==> src/rtl/adc_regif_pkg.sv <==
package adc_regif_pkg;

  // bit positions decoded by software and the control path
  localparam int CTL_EOC_BIT   = 7;
  localparam int CTL_SPEED_BIT = 6;
  localparam int CTL_ON_BIT    = 5;
  localparam int LOW_CAL_BIT   = 4;
  localparam int LOW_SLOW_BIT  = 3;

  // strobes from control to datapath
  typedef struct packed {
    logic wrCtl;
    logic wrLow;
    logic rdHigh;
    logic latchRes;
    logic restartDiv;
  } ctlStrobe_t;

endpackage

==> src/rtl/adc_regif_ctrl.sv <==
module adc_regif_ctrl
  import adc_regif_pkg::*;
#(
  parameter int DATA_W    = 8,
  parameter int ADDR_W    = 2,
  parameter int ADDR_CTL  = 0,
  parameter int ADDR_HIGH = 1,
  parameter int ADDR_LOW  = 2
) (
  input  logic              busSel,
  input  logic              busWr,
  input  logic              busRd,
  input  logic [ADDR_W-1:0] busAddr,
  input  logic [DATA_W-1:0] busWdata,
  input  logic              convDone,
  input  logic              curOn,
  input  logic              curSpeed,
  input  logic              curSlow,
  output ctlStrobe_t        st
);

  logic hitCtl, hitHigh, hitLow;
  logic onChange, speedChange, slowChange;

  always_comb begin
    hitCtl  = busSel && (busAddr == ADDR_W'(ADDR_CTL));
    hitHigh = busSel && (busAddr == ADDR_W'(ADDR_HIGH));
    hitLow  = busSel && (busAddr == ADDR_W'(ADDR_LOW));

    st.wrCtl    = hitCtl && busWr;
    st.wrLow    = hitLow && busWr;
    st.rdHigh   = hitHigh && busRd;
    st.latchRes = convDone && curOn;

    onChange    = st.wrCtl && (busWdata[CTL_ON_BIT] != curOn);
    speedChange = st.wrCtl && (busWdata[CTL_SPEED_BIT] != curSpeed);
    slowChange  = st.wrLow && (busWdata[LOW_SLOW_BIT] != curSlow);
    st.restartDiv = onChange || speedChange || slowChange;
  end

endmodule

==> src/rtl/adc_regif_prescale.sv <==
module adc_regif_prescale #(
  parameter int MAX_DIV = 4
) (
  input  logic       clk,
  input  logic       rst_n,
  input  logic       enable,
  input  logic [1:0] selCode,
  input  logic       restart,
  output logic       clkEn
);

  localparam int CNT_W   = (MAX_DIV > 1) ? $clog2(MAX_DIV) : 1;
  localparam int MID_DIV = (MAX_DIV > 1) ? MAX_DIV / 2 : 1;

  logic [CNT_W-1:0] cnt;
  logic [CNT_W-1:0] lastCnt;

  always_comb begin
    case (selCode)
      2'b01:   lastCnt = '0;
      2'b00:   lastCnt = CNT_W'(MID_DIV - 1);
      default: lastCnt = CNT_W'(MAX_DIV - 1);
    endcase
  end

  always_ff @(posedge clk) begin
    if (!rst_n) begin
      cnt   <= '0;
      clkEn <= 1'b0;
    end else if (restart || !enable) begin
      cnt   <= '0;
      clkEn <= 1'b0;
    end else begin
      clkEn <= (cnt == lastCnt);
      cnt   <= (cnt == lastCnt) ? '0 : cnt + 1'b1;
    end
  end


  no_en_when_off_chk: assert property (@(posedge clk) disable iff (!rst_n)
    !enable |=> !clkEn);


  quarter_gap_chk: assert property (@(posedge clk) disable iff (!rst_n)
    (clkEn && selCode[1]) |=> !clkEn);


  restart_quiet_chk: assert property (@(posedge clk) disable iff (!rst_n)
    restart |=> !clkEn);

endmodule

==> src/rtl/adc_regif_dp.sv <==
module adc_regif_dp
  import adc_regif_pkg::*;
#(
  parameter int DATA_W    = 8,
  parameter int RES_W     = 10,
  parameter int ADDR_W    = 2,
  parameter int CHAN_W    = 3,
  parameter int NUM_CHAN  = 7,
  parameter int ADDR_CTL  = 0,
  parameter int ADDR_HIGH = 1,
  parameter int ADDR_LOW  = 2
) (
  input  logic              clk,
  input  logic              rst_n,
  input  ctlStrobe_t        st,
  input  logic [ADDR_W-1:0] busAddr,
  input  logic [DATA_W-1:0] busWdata,
  input  logic [RES_W-1:0]  convResult,
  output logic [DATA_W-1:0] busRdata,
  output logic              cfgOn,
  output logic              cfgSpeed,
  output logic              cfgSlow,
  output logic              ampCal,
  output logic [CHAN_W-1:0] chanSel,
  output logic              chanValid
);

  localparam int LOW_RES_W = RES_W - DATA_W;

  logic              eocQ;
  logic              speedQ;
  logic              onQ;
  logic [CHAN_W-1:0] chanQ;
  logic              calQ;
  logic              slowQ;
  logic [RES_W-1:0]  resultQ;

  always_ff @(posedge clk) begin
    if (!rst_n) begin
      eocQ    <= 1'b0;
      speedQ  <= 1'b0;
      onQ     <= 1'b0;
      chanQ   <= '0;
      calQ    <= 1'b0;
      slowQ   <= 1'b0;
      resultQ <= '0;
    end else begin
      if (st.wrCtl) begin
        speedQ <= busWdata[CTL_SPEED_BIT];
        onQ    <= busWdata[CTL_ON_BIT];
        chanQ  <= busWdata[CHAN_W-1:0];
      end
      if (st.wrLow) begin
        calQ  <= busWdata[LOW_CAL_BIT];
        slowQ <= busWdata[LOW_SLOW_BIT];
      end
      if (st.latchRes) begin
        resultQ <= convResult;
      end
      if (st.latchRes) begin
        eocQ <= 1'b1;
      end else if (st.rdHigh) begin
        eocQ <= 1'b0;
      end
    end
  end

  always_comb begin
    busRdata = '0;
    if (busAddr == ADDR_W'(ADDR_CTL)) begin
      busRdata[CTL_EOC_BIT]   = eocQ;
      busRdata[CTL_SPEED_BIT] = speedQ;
      busRdata[CTL_ON_BIT]    = onQ;
      busRdata[CHAN_W-1:0]    = chanQ;
    end else if (busAddr == ADDR_W'(ADDR_HIGH)) begin
      busRdata = resultQ[RES_W-1 -: DATA_W];
    end else if (busAddr == ADDR_W'(ADDR_LOW)) begin
      busRdata[LOW_CAL_BIT]     = calQ;
      busRdata[LOW_SLOW_BIT]    = slowQ;
      busRdata[LOW_RES_W-1:0]   = resultQ[LOW_RES_W-1:0];
    end
  end

  always_comb begin
    cfgOn     = onQ;
    cfgSpeed  = speedQ;
    cfgSlow   = slowQ;
    ampCal    = calQ;
    chanSel   = chanQ;
    chanValid = ({1'b0, chanQ} < (CHAN_W + 1)'(NUM_CHAN));
  end


  eoc_set_chk: assert property (@(posedge clk) disable iff (!rst_n)
    st.latchRes |=> (eocQ && resultQ == $past(convResult)));


  eoc_clear_chk: assert property (@(posedge clk) disable iff (!rst_n)
    (st.rdHigh && !st.latchRes) |=> !eocQ);


  result_hold_chk: assert property (@(posedge clk) disable iff (!rst_n)
    !st.latchRes |=> $stable(resultQ));


  low_reserved_chk: assert property (@(posedge clk) disable iff (!rst_n)
    (busAddr == ADDR_W'(ADDR_LOW)) |-> (busRdata[7:5] == 3'b000 && !busRdata[2]));

endmodule

==> src/rtl/adc_regif.sv <==
module adc_regif
  import adc_regif_pkg::*;
#(
  parameter int DATA_W   = 8,
  parameter int RES_W    = 10,
  parameter int ADDR_W   = 2,
  parameter int CHAN_W   = 3,
  parameter int NUM_CHAN = 7,
  parameter int MAX_DIV  = 4
) (
  input  logic              clk,
  input  logic              rst_n,
  input  logic              busSel,
  input  logic              busWr,
  input  logic              busRd,
  input  logic [ADDR_W-1:0] busAddr,
  input  logic [DATA_W-1:0] busWdata,
  output logic [DATA_W-1:0] busRdata,
  input  logic [RES_W-1:0]  convResult,
  input  logic              convDone,
  output logic              adcClkEn,
  output logic              adcPowerOn,
  output logic [CHAN_W-1:0] adcChannel,
  output logic              adcChanValid,
  output logic              ampCalEn
);

  localparam int ADDR_CTL  = 0;
  localparam int ADDR_HIGH = 1;
  localparam int ADDR_LOW  = 2;

  ctlStrobe_t st;
  logic cfgOn, cfgSpeed, cfgSlow;

  adc_regif_ctrl #(
    .DATA_W(DATA_W), .ADDR_W(ADDR_W),
    .ADDR_CTL(ADDR_CTL), .ADDR_HIGH(ADDR_HIGH), .ADDR_LOW(ADDR_LOW)
  ) uCtrl (
    .busSel(busSel), .busWr(busWr), .busRd(busRd), .busAddr(busAddr),
    .busWdata(busWdata), .convDone(convDone),
    .curOn(cfgOn), .curSpeed(cfgSpeed), .curSlow(cfgSlow), .st(st)
  );

  adc_regif_dp #(
    .DATA_W(DATA_W), .RES_W(RES_W), .ADDR_W(ADDR_W), .CHAN_W(CHAN_W),
    .NUM_CHAN(NUM_CHAN),
    .ADDR_CTL(ADDR_CTL), .ADDR_HIGH(ADDR_HIGH), .ADDR_LOW(ADDR_LOW)
  ) uDp (
    .clk(clk), .rst_n(rst_n), .st(st), .busAddr(busAddr),
    .busWdata(busWdata), .convResult(convResult), .busRdata(busRdata),
    .cfgOn(cfgOn), .cfgSpeed(cfgSpeed), .cfgSlow(cfgSlow),
    .ampCal(ampCalEn), .chanSel(adcChannel), .chanValid(adcChanValid)
  );

  adc_regif_prescale #(.MAX_DIV(MAX_DIV)) uDiv (
    .clk(clk), .rst_n(rst_n), .enable(cfgOn),
    .selCode({cfgSlow, cfgSpeed}), .restart(st.restartDiv), .clkEn(adcClkEn)
  );

  assign adcPowerOn = cfgOn;

endmodule

==> config.mk <==
export PLATFORM = sky130hd
export DESIGN_NAME = adc_regif
export DESIGN_NICKNAME = d
export VERILOG_FILES = /design/src/rtl/adc_regif_pkg.sv /design/src/rtl/adc_regif_ctrl.sv /design/src/rtl/adc_regif_prescale.sv /design/src/rtl/adc_regif_dp.sv /design/src/rtl/adc_regif.sv
export SDC_FILE = /design/constraint.sdc
export NUM_CORES = 1
export LEC_CHECK = 0
export BUFFER_PORTS_ARGS = -buffer_cell sky130_fd_sc_hd__buf_4
export CELL_PAD_IN_SITES_DETAIL_PLACEMENT = 0
export CELL_PAD_IN_SITES_GLOBAL_PLACEMENT = 1
export CORE_ASPECT_RATIO = 1.2
export CORE_MARGIN = 5
export CORE_UTILIZATION = 34
export CTS_CLUSTER_DIAMETER = 150
export DETAILED_ROUTE_END_ITERATION = 7
export PLACE_DENSITY_LB_ADDON = 0.1
export SLEW_MARGIN = 5
export SYNTH_ARGS = -nofsm -noshare
export SYNTH_HDL_FRONTEND = slang
export SYNTH_SLANG_ARGS = --single-unit
==> constraint.sdc <==
create_clock -name clk -period 1.3 [get_ports clk]
set_input_delay 0.26 -clock clk [delete_from_list [all_inputs] [get_ports clk]]
set_output_delay 0.26 -clock clk [all_outputs]
set_load 0.1 [all_outputs]
==> impl_metrics.ini <==
[outcome]
status = complete, but fails checks
violations = negative setup slack

[setup_path]
crit_type = reg -> out
worstPathArrival_ps = 1140
path_max_fanout = 4
critPathLaunchType = flop
worstSetupEndpointType = output port
critical_path_required_ps = 1040

[place]
numPortBuffers = 39
gp_congestion = 0.738
post_dp_cell_area_um2 = 1480
dp.cells = 183
post-dp-hpwl_um = 1880
pre_cts_slack_ps = -106

[timing]
period_needed_ps = 1400
fin_ws_ps = -96.9
final.period_utilization = 1.07
slew_headroom = 0.738
worst_slew_pin_slew_ps = 393
clock_skew_ps = 3.88
clock.fmax_mhz = 716
setup_viol = 9
tns_ps = -411
fin_hold_ws_ps = 195
rsz0062_at_grt = true
slew_violations = 0
hold_violations = 0

[cts]
hold_buffers = 0
cts_num_sinks = 21
cts_inserted_buffers = 3
cts_tree = done
cts_root_buf = clkbuf_4
worst_skew_pair.late_latency_ps = 300
clockBufferDepth = 2
htree_levels = 1
cts.clk_slew.worst_paths_ps = 120

[route]
wl_per_cell_um = 14.2
drt_iter0_drc = 33
routed_wirelength_um = 2740
drtAntennaViolNets = 0
vias = 935
drc = 0
routed_via_density = 4.84
first_pass_iters = 4

[floorplan]
core-area_um2 = 2840
die_y_um = 69.8
ioPinCount = 41
start_util = 0.358
die_x_um = 59.9
rows = 21
die_area_um2 = 4180

[final_layout]
layout_common_cells = 42 x buf_4, 23 x nand2_1, 10 x a21boi_0
instances_no_fill = 193
num-fill-cells = 244
drive_above_1_share = 0.560
area_growth_pct = 73.4
final_common_cell = buf_4
regArea_um2 = 455
utilization = 0.620
final_nets = 186
multi_input_area_um2 = 709
diodes = 0
design_area_um2 = 1760

[yosys]
synthCells = 108
synth_area_leaders = dfxtp_1 41%, mux2i_1 13%, nand2_1 8.5%, a21boi_0 7.4%, nor2b_1 4.9%
ys_seq_area_frac = 0.414
synth_nets = 134
synth_seq_cells = 21
avgSynthCellArea_um2 = 9.40
syn_area_um2 = 1010
ys_warn_count = 0
yosys.cell_types.count = 25
yosys.area.top_type = dfxtp_1
synth_top_area_frac = 0.414

[global_route]
grt_first_pass_wirelength_um = 4240
grt_max_degree = 20
grt.total_usage = 0.132
gr-total-overflow = 0
grt_pass1_vias = 919
antenna_found_initial = 0

[hold_path]
worst_hold_path_type = in -> reg

[flow_run]
maxCapViolCount = 0

[pwr]
powerDensity_nw_per_um2 = 690
ir_worst_vdd_v = 0.000463
power_leakage_nw = 0.662
power_mw = 1.21
[critical path: stages (launching register included)]
cell	delay, ps
dfxtp_4	390
mux2i_4	70
o21ai_4	180
buf_12	190
[final cells by class]
type                       count  area share
tap                           34      0.0242
sequential                    21       0.259
inverter                       1     0.00213
clock buffer                   4      0.0149
timing repair buffer          53       0.297
multi-input combinational     80       0.403
[synthesized netlist by cell type (all sizes together)]
| cell | number |
|---|---|
| o211ai | 1 |
| a22o | 2 |
| nand2 | 23 |
| dfxtp | 21 |
| and2 | 1 |
| nor2b | 8 |
| nor2 | 4 |
| clkbuf | 2 |
| o31ai | 1 |
| a21boi | 11 |
| nor4 | 2 |
| a31oi | 1 |
| o21a | 1 |
| xnor2 | 4 |
| nor3b | 1 |
| o21ai | 2 |
| inv | 1 |
| and2b | 1 |
| buf | 4 |
| nor4bb | 1 |
| nand4b | 1 |
| nand3 | 2 |
| mux2i | 13 |
[cells by family (layout without fill, tap and decap cells)]
kind of cell,after synthesis,after routing,share of synthesized area
compound gates,19,19,0.148
flops,21,21,0.414
buf+inv,7,58,0.0493
mux,13,13,0.128
simple gates,44,44,0.226
xor+xnor,4,4,0.0345
[report_power, final]
part	switching [mW]	internal (mW)	leakage, nW	total (mW)
Sequential	0.00995	0.640	0.179	0.650
Combinational	0.118	0.121	0.469	0.239
Clock	0.205	0.120	0.0150	0.325
[flip-flops by register name, summed over array words and instances (netlist names)]
register,count
uDiv.cnt,2
uDp.resultQ,10
uDp.cfgSlow,1
uDiv.clkEn,1
uDp.cfgOn,1
uDp.ampCal,1
uDp.eocQ,1
uDp.chanSel,3
uDp.cfgSpeed,1
[per-layer routing]
metal,up-vias,track usage,routed length (um)
met2,24,0.219,1480
met3,2,0.0335,172
met1,439,0.161,1070
met4,0,0.0468,19
met5,-,0,0
li1,470,-,-
[timing repair]
action	in CTS	in global routing
gates resized for setup	44	8
gates cloned	0	0
setup endpoints to repair	9	12
endpoints found under the hold margin	0	0
pin swaps	4	2
buffers inserted	3	3
[worst paths after layout]
kind | startpoint | endpoint | slack, ps | depth (start not counted)
hold / removal | convResult[7] | uDp.resultQ[7]$_SDFFE_PN0P_ | 200 | 3
setup / recovery | uDp.chanSel[1]$_SDFFE_PN0P_ | busRdata[1] | -100 | 3
hold reg to reg | uDp.resultQ[2]$_SDFFE_PN0P_ | uDp.resultQ[2]$_SDFFE_PN0P_ | 480 | 2
setup reg to reg | uDp.cfgSpeed$_SDFFE_PN0P_ | uDiv.cnt[0]$_SDFF_PP0_ | 40 | 4
Power figures use the tool's default switching activity.
